--- src/rtl/muxport_pkg.sv ---
package muxport_pkg;

    typedef enum logic [1:0] {
        MODE_EXT8   = 2'b00,
        MODE_EXT16  = 2'b01,
        MODE_EXTROM = 2'b10,
        MODE_SINGLE = 2'b11
    } port_mode_e;

    localparam logic SEL_DIR = 1'b0;
    localparam logic SEL_FNC = 1'b1;

endpackage

--- src/rtl/muxport_regs.sv ---
module muxport_regs #(
    parameter int W = 16
) (
    input  logic         clk,
    input  logic         rst_n,
    input  logic         wdt_rst_i,
    input  logic         hw_standby_i,
    input  logic         reg_wr_i,
    input  logic         reg_sel_i,
    input  logic [W-1:0] reg_wdata_i,
    output logic [W-1:0] reg_rdata_o,
    output logic [W-1:0] dir_o,
    output logic [W-1:0] fnc_o
);
    import muxport_pkg::*;

    typedef struct packed {
        logic [W-1:0] dir;
        logic [W-1:0] fnc;
    } regs_t;

    regs_t r_d, r_q;

    always_comb begin
        r_d = r_q;
        if (hw_standby_i) begin
            r_d.dir = '0;
            r_d.fnc = '0;
        end else begin
            if (reg_wr_i && reg_sel_i == SEL_DIR) r_d.dir = reg_wdata_i;
            if (reg_wr_i && reg_sel_i == SEL_FNC) r_d.fnc = reg_wdata_i;
            if (wdt_rst_i)                         r_d.fnc = '0;
        end
    end

    always_ff @(posedge clk or negedge rst_n) begin
        if (!rst_n) r_q <= '0;
        else        r_q <= r_d;
    end

    assign dir_o       = r_q.dir;
    assign fnc_o       = r_q.fnc;
    assign reg_rdata_o = (reg_sel_i == SEL_FNC) ? r_q.fnc : r_q.dir;

endmodule

--- src/rtl/muxport_fnsel.sv ---
module muxport_fnsel #(
    parameter int W      = 16,
    parameter int LOW_W  = 8
) (
    input  muxport_pkg::port_mode_e mode_i,
    input  logic [W-1:0]            fnc_i,
    output logic [W-1:0]            bus_sel_o
);
    import muxport_pkg::*;

    for (genvar i = 0; i < W; i++) begin : g_pin
        localparam logic IN_LOW = (i < LOW_W);
        always_comb begin
            case (mode_i)
                MODE_EXT8:   bus_sel_o[i] = IN_LOW;
                MODE_EXT16:  bus_sel_o[i] = 1'b1;
                MODE_EXTROM: bus_sel_o[i] = fnc_i[i];
                default:     bus_sel_o[i] = 1'b0;
            endcase
        end
    end

endmodule

--- src/rtl/muxport_pin.sv ---
module muxport_pin (
    input  logic bus_sel_i,
    input  logic dir_i,
    input  logic bus_we_i,
    input  logic bus_wdata_i,
    input  logic gpio_out_i,
    input  logic pad_in_i,
    output logic pad_oe_o,
    output logic pad_out_o,
    output logic gpio_rd_o
);
    logic drive_gpio;

    always_comb begin
        drive_gpio = !bus_sel_i && dir_i;
        pad_oe_o   = bus_sel_i ? bus_we_i    : dir_i;
        pad_out_o  = bus_sel_i ? bus_wdata_i : gpio_out_i;
        gpio_rd_o  = drive_gpio ? gpio_out_i : pad_in_i;
    end

endmodule

--- src/rtl/muxport_ctrl.sv ---
module muxport_ctrl #(
    parameter int W     = 16,
    parameter int LOW_W = 8
) (
    input  logic         clk,
    input  logic         rst_n,
    input  logic         wdt_rst_i,
    input  logic         hw_standby_i,
    input  logic [1:0]   mode_i,
    input  logic         reg_wr_i,
    input  logic         reg_sel_i,
    input  logic [W-1:0] reg_wdata_i,
    output logic [W-1:0] reg_rdata_o,
    input  logic         bus_we_i,
    input  logic [W-1:0] bus_wdata_i,
    input  logic [W-1:0] gpio_out_i,
    input  logic [W-1:0] pad_in_i,
    output logic [W-1:0] bus_sel_o,
    output logic [W-1:0] pad_oe_o,
    output logic [W-1:0] pad_out_o,
    output logic [W-1:0] gpio_rd_o
);
    import muxport_pkg::*;

    logic [W-1:0] dir_val;
    logic [W-1:0] fnc_val;
    port_mode_e   mode_e;

    assign mode_e = port_mode_e'(mode_i);

    muxport_regs #(.W(W)) i_regs (
        .clk          (clk),
        .rst_n        (rst_n),
        .wdt_rst_i    (wdt_rst_i),
        .hw_standby_i (hw_standby_i),
        .reg_wr_i     (reg_wr_i),
        .reg_sel_i    (reg_sel_i),
        .reg_wdata_i  (reg_wdata_i),
        .reg_rdata_o  (reg_rdata_o),
        .dir_o        (dir_val),
        .fnc_o        (fnc_val)
    );

    muxport_fnsel #(.W(W), .LOW_W(LOW_W)) i_fnsel (
        .mode_i    (mode_e),
        .fnc_i     (fnc_val),
        .bus_sel_o (bus_sel_o)
    );

    for (genvar i = 0; i < W; i++) begin : g_pin
        muxport_pin i_pin (
            .bus_sel_i   (bus_sel_o[i]),
            .dir_i       (dir_val[i]),
            .bus_we_i    (bus_we_i),
            .bus_wdata_i (bus_wdata_i[i]),
            .gpio_out_i  (gpio_out_i[i]),
            .pad_in_i    (pad_in_i[i]),
            .pad_oe_o    (pad_oe_o[i]),
            .pad_out_o   (pad_out_o[i]),
            .gpio_rd_o   (gpio_rd_o[i])
        );
    end

endmodule

--- config.mk ---
export PLATFORM = sky130hd
export DESIGN_NAME = muxport_ctrl
export DESIGN_NICKNAME = d
export VERILOG_FILES = /design/src/rtl/muxport_pkg.sv /design/src/rtl/muxport_regs.sv /design/src/rtl/muxport_fnsel.sv /design/src/rtl/muxport_pin.sv /design/src/rtl/muxport_ctrl.sv
export SDC_FILE = /design/constraint.sdc
export NUM_CORES = 1
export LEC_CHECK = 0
export ABC_AREA = 1
export CAP_MARGIN = 15
export CORE_AREA = 2 2 74 76
export DETAILED_ROUTE_END_ITERATION = 12
export DIE_AREA = 0 0 76 78
export DONT_BUFFER_PORTS = 1
export GPL_ROUTABILITY_DRIVEN = 0
export PLACE_DENSITY_LB_ADDON = 0.08
export SLEW_MARGIN = 10
export SYNTH_ARGS = -nofsm -noshare
export SYNTH_HDL_FRONTEND = slang
export SYNTH_SLANG_ARGS = --single-unit
--- constraint.sdc ---
create_clock -name clk -period 0.9 [get_ports clk]
set_input_delay 0 -clock clk [delete_from_list [all_inputs] [get_ports clk]]
set_output_delay 0 -clock clk [all_outputs]
set_load 0.01 [all_outputs]
# After elaboration in Yosys (flattened, before gate mapping)
# Index checks and enable logic that the tools add are counted.
[totals]
mem_bits_rw = 0
regBits = 32
rom_bits = 0
n_memories = 0
out_inout_bits = 80
latch_bits = 0
[op_classes]
n_lt_le_gt_ge = 0
shifts = 0
n_mul = 0
eq_ne = 2
n_mux = 69
addsub = 0
div = 0
reduce_logical = 38
bitwise_logic = 1
[ops]
columns = ["operator", "count"]
rows = [
  ["16-bit 2-to-1 mux", 4],
  ["1-bit 2-to-1 mux", 48],
  ["32-bit 2-to-1 mux", 1],
  ["1-bit one-hot mux with 2 select lines", 16],
  ["1-bit logical AND", 18],
  ["1-bit logical NOT", 16],
  ["3-bit nonzero test", 1],
  ["2-bit by 1-bit == test with 1-bit output (second input constant)", 1],
  ["2-bit == test (second input constant)", 1],
  ["2-bit logical NOT", 1],
  ["2-bit nonzero test", 1],
  ["2-bit OR reduction", 1],
  ["1-bit inverter", 1],
]

# Depth between registers and ports, before layout
[depth]
depth_word = 6
depth_mapped = 11
depth_no_buf = 8

# Modules after synthesis
# A second synthesis with hierarchy kept.
[unflattened]
cells_unflattened = 418
hier_area_um2 = 2587.5
[modules_own_cells]
columns = ["mod", "area_each_um2", "cells_per_inst", "instances"]
rows = [
  ["muxport_regs", 1649.1, 212, 1],
  ["muxport_pin", 41.3, 10, 16],
  ["muxport_fnsel", 277.8, 46, 1],
]

# Worst setup path before layout
# Ideal clock, no wire load.
[synth_timing]
kind = "in2out"
from = "input mode_i[0]"
to = "output gpio_rd_o[10]"
slack_ps = -85
t_required_ps = 900
arrival_time_ps = 985
stages = 11
n_path_buf = 3
cell_sequence = "inv_1 > ha_1 > buf_6 > buf_6 > nand2_1 > nand2_1 > nand2_1 > nand2_1 > nand2_1 > nand2_1 > buf_4"
[synth_between]
elab_chain_cells = 5
word_cells_on_any_way = 6
[synth_rtl]
columns = ["item", "line", "source"]
rows = [
  ["start: declaration", "muxport_ctrl.sv:9", "input logic [1:0] mode_i,"],
  ["2-bit == test or 2-bit by 1-bit == test with 1-bit output (tied branches)", "muxport_fnsel.sv:14", "case (mode_i)"],
  ["1-bit one-hot mux with 2 select lines (*)", "muxport_fnsel.sv:14", ""],
  ["1-bit logical NOT (*)", "muxport_pin.sv:15", "drive_gpio = !bus_sel_i && dir_i;"],
  ["1-bit logical AND (*)", "muxport_pin.sv:15", ""],
  ["1-bit 2-to-1 mux (*)", "muxport_pin.sv:18", "gpio_rd_o = drive_gpio ? gpio_out_i : pad_in_i;"],
  ["end: declaration", "muxport_ctrl.sv:21", "output logic [W-1:0] gpio_rd_o"],
]
# Mark *: on every way between the ends. The rest lies on a longest branch, timed or not.

# Worst setup path in the final report
[layout_timing]
from = "register i_regs.r_q, in the netlist i_regs.fnc_o[10]"
to = "output pad_oe_o[10]"
[layout_between]
elab_chain_cells = 2
[layout_rtl]
columns = ["item", "line", "source"]
rows = [
  ["start: declaration", "muxport_regs.sv:22", "regs_t r_d, r_q;"],
  ["start signal: assignment", "muxport_regs.sv:38", "else r_q <= r_d;"],
  ["1-bit one-hot mux with 2 select lines", "muxport_fnsel.sv:14", ""],
  ["1-bit 2-to-1 mux", "muxport_pin.sv:16", "pad_oe_o = bus_sel_i ? bus_we_i : dir_i;"],
  ["end: declaration", "muxport_ctrl.sv:19", "output logic [W-1:0] pad_oe_o,"],
]
# Every way passes these cells.

==> impl_metrics.py <==
metrics = {
    "cts": {
        "path_clk_slew_ns": 0.08,
        "clock_sinks": 32,
        "cts-root-buf": "clkbuf_8",
        "cts_buffers": 5,
        "clock_latency_ns": 0.28,
        "cts_tree": "yes",
        "cts_max_level": 2,
        "cts.path.max_buffers": 2,
    },
    "floorplanning": {
        "coreArea_um2": 5040,
        "die_h_um": 78,
        "die_area_um2": 5930,
        "num_rows": 26,
        "die_x_um": 76,
        "pin_count": 153,
        "start_util_pct": 57.7,
    },
    "place": {
        "dpl.hpwl_um": 5020,
        "numPortBuffers": 0,
    },
    "global_routing": {
        "grt_pass1_vias": 2762,
        "track_usage_pct": 26.3,
        "grt_first_pass_wirelength_um": 12900,
        "gr-total-overflow": 0,
        "grt_max_degree": 36,
        "antenna_found_initial": 0,
    },
    "critical_path": {
        "slowest_delay_ns": 0.38,
        "cp.arrival_ns": 1.23,
        "cp_common_cell": "nand2_1",
        "cp_cell_sequence": "nand2_1 > nand2_1 > nand2_2 > nand2_1 > o21ai_0 > buf_4",
        "cp_slowest_cell": "dfrtp_1",
        "criticalPathCategory": "reg2out",
        "critPathMaxFanout": 5,
        "critPathRequiredTime_ns": 0.90,
        "worst_setup_path_start_kind": "flop",
        "cp-end-kind": "primary output",
    },
    "finish": {
        "utilization_pct": 80.2,
        "nNetsFinal": 569,
        "drive_gt1_share_pct": 51.1,
        "area_growth_syn_to_layout_pct": 39.1,
        "antennaDiodeCount": 0,
        "fill_cells": 346,
    },
    "sta": {
        "tightest_slew_ns": 0.814,
        "hold_violations": 9,
        "whs_ns": -0.0209,
        "rsz0062_at_grt": "true",
        "fin_skew_ns": 0,
        "finalCriticalPeriod_ns": 1.23,
        "final.period_utilization_pct": 137,
        "setup_viol": 83,
        "max-slew-margin-rel_pct": 45.7,
        "fmax_mhz": 814,
        "setup_slack_ns": -0.329,
        "slew_viol_final": 0,
    },
    "routing": {
        "num_vias": 3003,
        "drt_iter0_drc": 161,
        "route.detailed.drc": 0,
        "wl_per_cell_um": 15.0,
        "ant_nets": 0,
        "dr.pass1.iters": 4,
        "avgViaCountPerCell": 5.33,
        "wirelength_um": 8440,
    },
    "logic_synthesis": {
        "synth_compound_area_share_pct": 11.3,
        "netlist_instances": 458,
        "synth.area.mux_share_pct": 0,
        "yosysWarnings": 0,
        "syn_nets": 535,
        "synthDistinctLibCells": 20,
        "synth_simple_gate_area_share_pct": 33.2,
        "syn-cell-area_um2": 2910,
        "synthAdderAreaFrac_pct": 1.72,
        "syn_area_per_cell_um2": 6.35,
        "synth-seq-cells": 32,
        "synth_top_family_by_area": "simple AND/OR/NAND/NOR gates",
        "synth-xor-area-share_pct": 0,
        "yosysSeqAreaShare_pct": 27.5,
    },
    "power": {
        "p_leak_nw": 1.99,
        "ir_worst_vdd_mv": 1.12,
        "powerDensity_nw_per_um2": 1130,
    },
    "outcome": {
        "outcome": "finished, violations left",
        "violations": "negative hold slack, negative setup slack",
    },
    "flow_run": {
        "cap_violations": 0,
    },
    "hold_path": {
        "hold_path.class": "in2reg",
    },
}
==> final cells by class <==
| type | count | area, um2 | area share (%) |
|---|---|---|---|
| multi-input combinational | 300 | 1810 | 44.7 |
| clock buffer | 7 | 96.3 | 2.38 |
| sequential | 32 | 801 | 19.8 |
| timing repair buffer | 109 | 1040 | 25.6 |
| inverter | 44 | 184 | 4.55 |
| tap | 70 | 87.6 | 2.17 |
| clock inverter | 1 | 30.0 | 0.742 |
==> registers in the layout, summed over array words and instances, names as in the netlist <==
signal and flops:
i_regs.dir_o 16, i_regs.fnc_o 16
==> final timing paths <==
path	start	to	slack, ns	cells after the start
worst max-delay path	i_regs.fnc_o[10]$_DFFE_PN0P_	pad_oe_o[10]	-0.33	6
worst min-delay path	reg_sel_i	i_regs.dir_o[4]$_DFFE_PN0P_	-0.02	3
worst max register to register	i_regs.fnc_o[15]$_DFFE_PN0P_	i_regs.fnc_o[15]$_DFFE_PN0P_	-0.04	4
worst min register to register	i_regs.dir_o[10]$_DFFE_PN0P_	i_regs.dir_o[10]$_DFFE_PN0P_	0.59	2
max in group asynchronous	rst_n	i_regs.fnc_o[3]$_DFFE_PN0P_	0.57	2
min in group asynchronous	rst_n	i_regs.fnc_o[1]$_DFFE_PN0P_	0.15	2
==> layer usage <==
metal | track usage, % | wire [um]
met5 | 0 | 0
met4 | 6.00 | 99
met3 | 5.23 | 539
met2 | 46.3 | 4460
met1 | 33.3 | 3340
==> critical path: cells and delay by family (launching register included) <==
kind | cells | cell delay [ns]
compound gates | 1 | 0.08
simple gates | 4 | 0.35
flops | 1 | 0.38
buf+inv | 1 | 0.15
==> cell usage in the layout, fill, tap and decap left out, types with 2 or more instances in the layout <==
cell type,count
a21oi_1,10
o21ai_0,14
a21oi_2,6
nand2_2,92
o21ai_4,7
inv_1,21
buf_4,54
nand2_1,67
buf_12,4
o21ai_2,6
dlymetal6s4s_1,2
inv_2,15
nand3_1,46
nand3_2,10
nor2_1,4
ha_1,3
clkbuf_8,7
dfrtp_1,32
inv_4,7
dlygate4sd3_1,20
nand2_4,10
nor2_4,2
buf_6,29
o21ai_1,22
==> synth_stat cells <==
master	number	area, um2
nor2_2	1	6.26
buf_2	6	30.0
nand2_2	4	25.0
o21ai_2	1	8.76
nand3_1	56	280
clkinv_2	1	5.00
inv_2	6	22.5
o21ai_1	10	50.1
nand2_4	1	11.3
nor2_4	1	11.3
buf_6	3	33.8
inv_1	37	139
buf_4	69	518
nor2_1	4	15.0
o21ai_0	38	190
clkbuf_1	4	15.0
ha_1	4	50.1
dfrtp_1	32	801
nand2_1	164	616
a21oi_1	16	80.1
==> kinds of logic (layout without fill, tap and decap cells) <==
group | Yosys count | count (layout)
simple gates | 231 | 231
fa+ha+maj | 4 | 4
compound gates | 65 | 65
flops | 32 | 32
buf+inv | 126 | 161
==> power by group <==
part	switching, W	leakage [nW]	internal [W]
Sequential	0.0000436	0.438	0.00149
Clock	0.000561	0.0645	0.000978
Combinational	0.000846	1.49	0.000640
==> repair_timing <==
action                                  CTS  global route
pin swaps                                23            30
hold buffers                             22             2
gates resized for setup                 129            84
endpoints found under the hold margin    64            12
buffers inserted                          7            23
endpoints found under the setup margin   80           112
==> per-stage QoR <==
step	cells	setup slack (ns)	cell area [um2]	total power (W)	setup TNS, ns
final	563	-0.329	4050	0.00456	-17.56
after global routing	563	-0.428	4050	0.00477	-23.99
after global placement	507	-0.0925	2920	0.00252	-1.33
after detailed placement	507	-0.129	2920	0.00254	-2.70
after CTS	543	-0.290	3620	0.00437	-19.09
after floorplan	458	0.00486	2940	0.00256	0
(Power assumes the default switching activity.)
